$ cat src/rtl/drs_pkg.sv
package drs_pkg;

  typedef int unsigned uint_t;

  typedef enum logic [1:0] {
    SEQ_PAUSE,
    SEQ_WAKE,
    SEQ_RUN
  } seq_state_e;

  typedef enum logic [1:0] {
    CBR_IDLE,
    CBR_SETUP,
    CBR_RASLO,
    CBR_PRE
  } cbr_phase_e;

  localparam longint unsigned NS_PER_S = 64'd1_000_000_000;

  // Minimum waits round up so the wall-time floor is never undercut.
  function automatic longint unsigned ns_to_cycles_up(longint unsigned hz,
                                                      longint unsigned ns);
    return (hz * ns + NS_PER_S - 64'd1) / NS_PER_S;
  endfunction

  // Per-slot spacing rounds down so the full set fits inside the window.
  function automatic longint unsigned slot_cycles(longint unsigned hz,
                                                  longint unsigned window_ns,
                                                  longint unsigned slots);
    return (hz * window_ns) / (NS_PER_S * slots);
  endfunction

  // Bits needed to hold 0 .. v-1 (at least one).
  function automatic uint_t idx_bits(uint_t v);
    return (v < 2) ? 1 : $clog2(v);
  endfunction

endpackage

$ cat src/rtl/drs_timer.sv
module drs_timer #(
  parameter int unsigned LIMIT = 16
) (
  input  logic clk,
  input  logic rst_n,
  input  logic clr,
  input  logic en,
  output logic tick
);
  import drs_pkg::*;

  localparam uint_t CW = idx_bits(LIMIT);
  localparam logic [CW-1:0] LAST = CW'(LIMIT - 1);

  logic [CW-1:0] cnt_q;

  assign tick = en && (cnt_q == LAST);

  always_ff @(posedge clk) begin
    if (!rst_n || clr) begin
      cnt_q <= '0;
    end else if (en) begin
      cnt_q <= tick ? '0 : cnt_q + 1'b1;
    end
  end
endmodule

$ cat src/rtl/drs_owed.sv
module drs_owed #(
  parameter int unsigned MAX_OWED = 8,
  parameter int unsigned OW       = 4
) (
  input  logic          clk,
  input  logic          rst_n,
  input  logic          clr,
  input  logic          inc,
  input  logic          dec,
  output logic [OW-1:0] owed_o,
  output logic          any_o
);
  localparam logic [OW-1:0] CAP = OW'(MAX_OWED);

  logic [OW-1:0] owed_q;

  assign owed_o = owed_q;
  assign any_o  = (owed_q != '0);

  always_ff @(posedge clk) begin
    if (!rst_n || clr) begin
      owed_q <= '0;
    end else begin
      unique case ({inc, dec})
        2'b10:   if (owed_q != CAP) owed_q <= owed_q + 1'b1;
        2'b01:   if (owed_q != '0) owed_q <= owed_q - 1'b1;
        default: owed_q <= owed_q;
      endcase
    end
  end
endmodule

$ cat src/rtl/drs_cbr_engine.sv
module drs_cbr_engine #(
  parameter int unsigned T_CSR = 2,
  parameter int unsigned T_RAS = 5,
  parameter int unsigned T_RP  = 4
) (
  input  logic clk,
  input  logic rst_n,
  input  logic start,
  output logic ras_n,
  output logic cas_n,
  output logic idle,
  output logic done
);
  import drs_pkg::*;

  localparam uint_t LMAX = (T_CSR > T_RAS) ? ((T_CSR > T_RP) ? T_CSR : T_RP)
                                           : ((T_RAS > T_RP) ? T_RAS : T_RP);
  localparam uint_t CW = idx_bits(LMAX);

  cbr_phase_e    phase_q, phase_d;
  logic [CW-1:0] cnt_q;
  logic          last;
  logic          ras_n_q, cas_n_q;

  function automatic logic [CW-1:0] last_idx(cbr_phase_e p);
    case (p)
      CBR_SETUP: return CW'(T_CSR - 1);
      CBR_RASLO: return CW'(T_RAS - 1);
      CBR_PRE:   return CW'(T_RP - 1);
      default:   return '0;
    endcase
  endfunction

  assign last = (cnt_q == last_idx(phase_q));

  always_comb begin
    phase_d = phase_q;
    unique case (phase_q)
      CBR_IDLE:  if (start) phase_d = CBR_SETUP;
      CBR_SETUP: if (last)  phase_d = CBR_RASLO;
      CBR_RASLO: if (last)  phase_d = CBR_PRE;
      CBR_PRE:   if (last)  phase_d = CBR_IDLE;
      default:              phase_d = CBR_IDLE;
    endcase
  end

  always_ff @(posedge clk) begin
    if (!rst_n) begin
      phase_q <= CBR_IDLE;
      cnt_q   <= '0;
      ras_n_q <= 1'b1;
      cas_n_q <= 1'b1;
    end else begin
      phase_q <= phase_d;
      cnt_q   <= (phase_d != phase_q || phase_q == CBR_IDLE) ? '0 : cnt_q + 1'b1;
      cas_n_q <= !(phase_d == CBR_SETUP || phase_d == CBR_RASLO);
      ras_n_q <= !(phase_d == CBR_RASLO);
    end
  end

  assign ras_n = ras_n_q;
  assign cas_n = cas_n_q;
  assign idle  = (phase_q == CBR_IDLE);
  assign done  = (phase_q == CBR_PRE) && last;
endmodule

$ cat src/rtl/dram_refresh_seq.sv
module dram_refresh_seq #(
  parameter longint unsigned CLK_HZ       = 100_000_000,
  parameter longint unsigned PAUSE_NS     = 200_000,
  parameter longint unsigned RETENTION_NS = 16_000_000,
  parameter int unsigned     ROWS         = 1024,
  parameter int unsigned     WAKE_CYCLES  = 8,
  parameter int unsigned     MAX_OWED     = 8,
  parameter int unsigned     T_CSR        = 2,
  parameter int unsigned     T_RAS        = 5,
  parameter int unsigned     T_RP         = 4
) (
  input  logic clk,
  input  logic rst_n,
  input  logic reinit_i,
  input  logic grant_i,
  output logic refresh_req_o,
  output logic strobe_own_o,
  output logic ras_n_o,
  output logic cas_n_o,
  output logic init_done_o
);
  import drs_pkg::*;

  localparam uint_t PAUSE_CYC = uint_t'(ns_to_cycles_up(CLK_HZ, PAUSE_NS));
  localparam uint_t SLOT_CYC  = uint_t'(slot_cycles(CLK_HZ, RETENTION_NS, ROWS));
  localparam uint_t OW        = idx_bits(MAX_OWED + 1);
  localparam uint_t WW        = idx_bits(WAKE_CYCLES);
  localparam logic [WW-1:0] WAKE_LAST = WW'(WAKE_CYCLES - 1);

  seq_state_e    state_q;
  logic [WW-1:0] wake_cnt_q;

  // Named internal events, also seen by the bound checker.
  logic          pause_tick;
  logic          slot_tick;
  logic          eng_idle;
  logic          eng_done;
  logic          wake_start;
  logic          issue;
  logic          eng_start;
  logic          owed_any;
  logic [OW-1:0] owed;
  logic          in_run;

  assign in_run = (state_q == SEQ_RUN);

  drs_timer #(.LIMIT(PAUSE_CYC)) u_pause (
    .clk  (clk),
    .rst_n(rst_n),
    .clr  (reinit_i),
    .en   (state_q == SEQ_PAUSE && !reinit_i),
    .tick (pause_tick)
  );

  drs_timer #(.LIMIT(SLOT_CYC)) u_slot (
    .clk  (clk),
    .rst_n(rst_n),
    .clr  (reinit_i || !in_run),
    .en   (in_run),
    .tick (slot_tick)
  );

  drs_owed #(.MAX_OWED(MAX_OWED), .OW(OW)) u_owed (
    .clk   (clk),
    .rst_n (rst_n),
    .clr   (reinit_i || !in_run),
    .inc   (slot_tick),
    .dec   (issue),
    .owed_o(owed),
    .any_o (owed_any)
  );

  drs_cbr_engine #(.T_CSR(T_CSR), .T_RAS(T_RAS), .T_RP(T_RP)) u_engine (
    .clk  (clk),
    .rst_n(rst_n),
    .start(eng_start),
    .ras_n(ras_n_o),
    .cas_n(cas_n_o),
    .idle (eng_idle),
    .done (eng_done)
  );

  assign refresh_req_o = in_run && owed_any && eng_idle;
  assign issue         = refresh_req_o && grant_i;
  assign wake_start    = (state_q == SEQ_WAKE) && eng_idle && !reinit_i;
  assign eng_start     = wake_start || issue;

  always_ff @(posedge clk) begin
    if (!rst_n || reinit_i) begin
      state_q    <= SEQ_PAUSE;
      wake_cnt_q <= '0;
    end else begin
      unique case (state_q)
        SEQ_PAUSE: if (pause_tick) state_q <= SEQ_WAKE;
        SEQ_WAKE: begin
          if (eng_done) begin
            if (wake_cnt_q == WAKE_LAST) begin
              state_q    <= SEQ_RUN;
              wake_cnt_q <= '0;
            end else begin
              wake_cnt_q <= wake_cnt_q + 1'b1;
            end
          end
        end
        SEQ_RUN:  state_q <= SEQ_RUN;
        default:  state_q <= SEQ_PAUSE;
      endcase
    end
  end

  assign init_done_o  = in_run;
  assign strobe_own_o = !in_run || !eng_idle;
endmodule

$ cat config.mk
export PLATFORM = sky130hd
export DESIGN_NAME = dram_refresh_seq
export DESIGN_NICKNAME = d
export VERILOG_FILES = /design/src/rtl/drs_pkg.sv /design/src/rtl/drs_timer.sv /design/src/rtl/drs_owed.sv /design/src/rtl/drs_cbr_engine.sv /design/src/rtl/dram_refresh_seq.sv
export SDC_FILE = /design/constraint.sdc
export NUM_CORES = 1
export LEC_CHECK = 0
export BUFFER_PORTS_ARGS = -buffer_cell sky130_fd_sc_hd__buf_2
export CAP_MARGIN = 25
export CORE_ASPECT_RATIO = 1.4
export CORE_MARGIN = 2
export CORE_UTILIZATION = 25
export CTS_BUF_LIST = sky130_fd_sc_hd__clkbuf_8 sky130_fd_sc_hd__clkbuf_16
export DETAILED_ROUTE_END_ITERATION = 16
export SETUP_SLACK_MARGIN = 0.4
export SYNTH_ARGS = -nofsm -noshare
export SYNTH_HDL_FRONTEND = slang
export SYNTH_SLANG_ARGS = --single-unit
$ cat constraint.sdc
create_clock -name clk -period 2.85 [get_ports clk]
set_input_delay 0.1425 -clock clk [delete_from_list [all_inputs] [get_ports clk]]
set_output_delay 0.1425 -clock clk [all_outputs]
set_load 0.005 [all_outputs]
==> flow_summary.json <==
{
  "synth_edf_count": 0,
  "grt_max_degree": 14,
  "htree_levels": 2,
  "syn_area_per_cell_um2": 8.78,
  "synth_area_leaders": "dfxtp_1, ha_1, nor2_1",
  "slowest_stage": "or4_1",
  "hpwl_um": 2790,
  "syn_area_um2": 2110,
  "drt_iter0_markers": 74,
  "rsz0062_at_grt": "no",
  "setup_tns_ns": 0,
  "cts.path.max_buffers": 2,
  "r2r-start": "u_slot.cnt_q[1]",
  "yosys_warnings": 0,
  "worstHoldStart": "rst_n",
  "power_density_nw_per_um2": 493,
  "required_ns": 3.06,
  "n_antenna_cell": 0,
  "fmax_ghz": 0.425,
  "grt_pass1_wl_um": 6780,
  "netlist_top_cells_count": "dfxtp_1, nor2_1, nand2_1, ha_1, nand3_1",
  "gp_congestion": 0.689,
  "root_buffer": "clkbuf_16",
  "coreArea_um2": 8200,
  "yosysTopAreaCell": "dfxtp_1",
  "grt_overflow": 0,
  "drive_gt1_share_pct": 14.6,
  "numCtsBuffers": 5,
  "num-fill-cells": 881,
  "crit_path_max_fanout": 4,
  "grt_use_total_pct": 9.18,
  "ys_seq_area_share_pct": 39.9,
  "finalSetupViolations": 0,
  "drt_first_pass_iters": 4,
  "min_path_cells": 2,
  "cts_hold_buf": 0,
  "antenna_found_initial": 0,
  "synth_top_flop_cell": "dfxtp_1",
  "arrival_ns": 2.57,
  "min_period_ns": 2.36,
  "async_flop_share_pct": 0,
  "max_stage_delay_ns": 0.40,
  "finalClockSkew_ns": 0.00584,
  "worst_slew_pin_slew_ns": 0.636,
  "regArea_um2": 845,
  "yosysTopAreaCellShare_pct": 39.9,
  "hold_class": "primary input to register",
  "regToRegSetupSlack_ns": 0.49,
  "path_delay_family": "simple AND/OR/NAND/NOR gates",
  "die_x_um": 81.6,
  "maxSlewViolCount": 0,
  "syn-num-nets": 258,
  "crit_buf_inv": 2,
  "hold_viol_final": 0,
  "p_leak_nw": 0.858,
  "reg2reg_depth": 12,
  "outcome": "completed",
  "io_pins": 9,
  "clock_latency_ns": 0.28,
  "end_kind": "register",
  "drt-vias-per-instance": 4.62,
  "criticalPathCategory": "register to register",
  "nets": 270,
  "ir_drop_mv": 0.218,
  "cts_sinks": 42,
  "critPathMostFrequentCell": "inv_1",
  "synth.distinct_cells": 43,
  "post-route-period-util_pct": 82.6,
  "dieHeight_um": 113,
  "clkTransAtPathRegs_ns": 0.06,
  "synth.most_common_cell": "dfxtp_1",
  "wire_per_inst_um": 10.9,
  "utilization_pct": 30.4,
  "synthCells": 240,
  "antenna_left": 0,
  "vias": 1640,
  "grt_pass1_vias": 1609,
  "die_area_um2": 9190,
  "area_delta_synth_final_pct": 18.4,
  "cts_tree": "yes",
  "multi_input_area_um2": 1270,
  "min_to": "u_engine.ras_n",
  "r2r_end": "u_owed.owed_o[3]",
  "maxCapViolations": 0,
  "drc": 0,
  "num_rows": 39,
  "crit_chain": "inv_1 > ha_1 > nor2b_2 > and4_4 > nand2b_1 > inv_1 > ha_4 > a21oi_2 > nand2_1 > or4_1 > a21o_1 > a31oi_1",
  "numPortBuffers": 8,
  "worstSetupStartpointType": "register",
  "synth-seq-cells": 42,
  "relSlewSlack_pct": 57.3,
  "start_util_pct": 25.7,
  "totalWireLength_um": 3870
}
worst reg2reg max path, delay by kind of cell, from the launching register on:
kind,cells,cell delay (ns)
simple gates,5,0.97
fa+ha+maj,2,0.39
buf+inv,2,0.18
compound gates,3,0.39
flops,1,0.35
how the worst max path moves through the flow:
stage / startpoint / to / slack [ns] / cells after the start
global route: u_slot.cnt_q[1] / u_owed.owed_o[3] / 0.37 / 12
detailed placement: u_slot.cnt_q[2] / u_owed.owed_o[3] / 0.21 / 10
CTS: state_q[0] / u_owed.owed_o[3] / 0.41 / 12
finish: u_slot.cnt_q[1] / u_owed.owed_o[3] / 0.49 / 12
floorplan: state_q[0] / u_owed.owed_o[3] / 0.41 / 12
global placement: u_slot.cnt_q[2] / u_owed.owed_o[3] / 0.27 / 10
sequential cells by signal (all words and copies together) (netlist names):
signal	cells
u_engine.ras_n	1
u_slot.cnt_q	11
u_engine.cnt_q	3
wake_cnt_q	3
u_pause.cnt_q	15
u_engine.cas_n	1
state_q	2
u_engine.phase_q	2
u_owed.owed_o	4
metal layers:
layer,up-vias,routed length [um],GRT usage (%)
met5,-,0,0
met4,0,51,2.67
met3,5,117,2.97
met2,11,1980,16.6
met1,767,1720,9.94
li1,857,-,-
metrics by stage:
step                std cells  area, um2  setup slack [ns]  hold slack [ns]  power, W
CTS                       354       2450             0.407           0.0886   0.00124
floorplan                 240       2110             0.405            0.204  0.000610
global route              355       2490             0.370            0.119   0.00127
global placement          345       2250             0.274            0.381  0.000617
detailed placement        345       2250             0.212            0.378  0.000617
finish                    355       2490             0.495           0.0896   0.00123
timing repair:
action / 4_1_cts / 5_1_grt
setup endpoints to repair: 1 / 1
gates resized for setup: 8 / 8
buffers inserted: 1 / 1
pin swaps: 2 / 1
cell families (layout without fill, tap and decap cells):
group / Yosys count / after routing / share of synthesized area, %
adder cells (fa/ha/maj): 14 / 14 / 8.67
XOR/XNOR: 24 / 24 / 9.98
AND/OR/NAND/NOR: 113 / 113 / 28.4
buffers and inverters: 14 / 27 / 2.91
flip-flops: 42 / 42 / 39.9
multiplexers: 2 / 2 / 0.950
AO/OA/AOI/OAI: 31 / 31 / 9.15
power breakdown:
part | leakage (nW) | internal [W] | switching (W)
combinational | 0.431 | 0.00000458 | 0.00000912
sequential | 0.340 | 0.000588 | 0.00000125
clock | 0.0864 | 0.000407 | 0.000220
cells in the final DEF, fill, tap and decap left out, types with 2 or more instances in the layout:
| cell type | instances |
|---|---|
| and4_1 | 2 |
| ha_4 | 2 |
| xnor2_1 | 12 |
| a21oi_1 | 11 |
| nand4_1 | 5 |
| nor2_1 | 33 |
| buf_2 | 8 |
| a211oi_1 | 2 |
| or3_1 | 4 |
| ha_1 | 11 |
| nand2b_1 | 3 |
| nand4b_1 | 2 |
| xor2_1 | 12 |
| clkbuf_16 | 5 |
| or2_2 | 2 |
| nand2_1 | 22 |
| and3_1 | 4 |
| a31oi_1 | 2 |
| buf_4 | 2 |
| dfxtp_2 | 3 |
| a41o_1 | 2 |
| mux2i_1 | 2 |
| nor3_1 | 6 |
| nand3_1 | 13 |
| dfxtp_1 | 39 |
| nor2b_1 | 2 |
| inv_1 | 10 |
| and2_1 | 2 |
| o21ai_0 | 7 |
layout make-up:
| type | count | share of cell area (%) |
|---|---|---|
| clock buffers | 5 | 5.02 |
| clock inverters | 3 | 1.50 |
| inverters | 9 | 1.35 |
| multi-input cells | 184 | 51.0 |
| flip-flops and latches | 42 | 33.9 |
| well taps | 102 | 5.12 |
| repair buffers | 10 | 2.21 |
No activity file was read; power rests on OpenSTA's default activity.
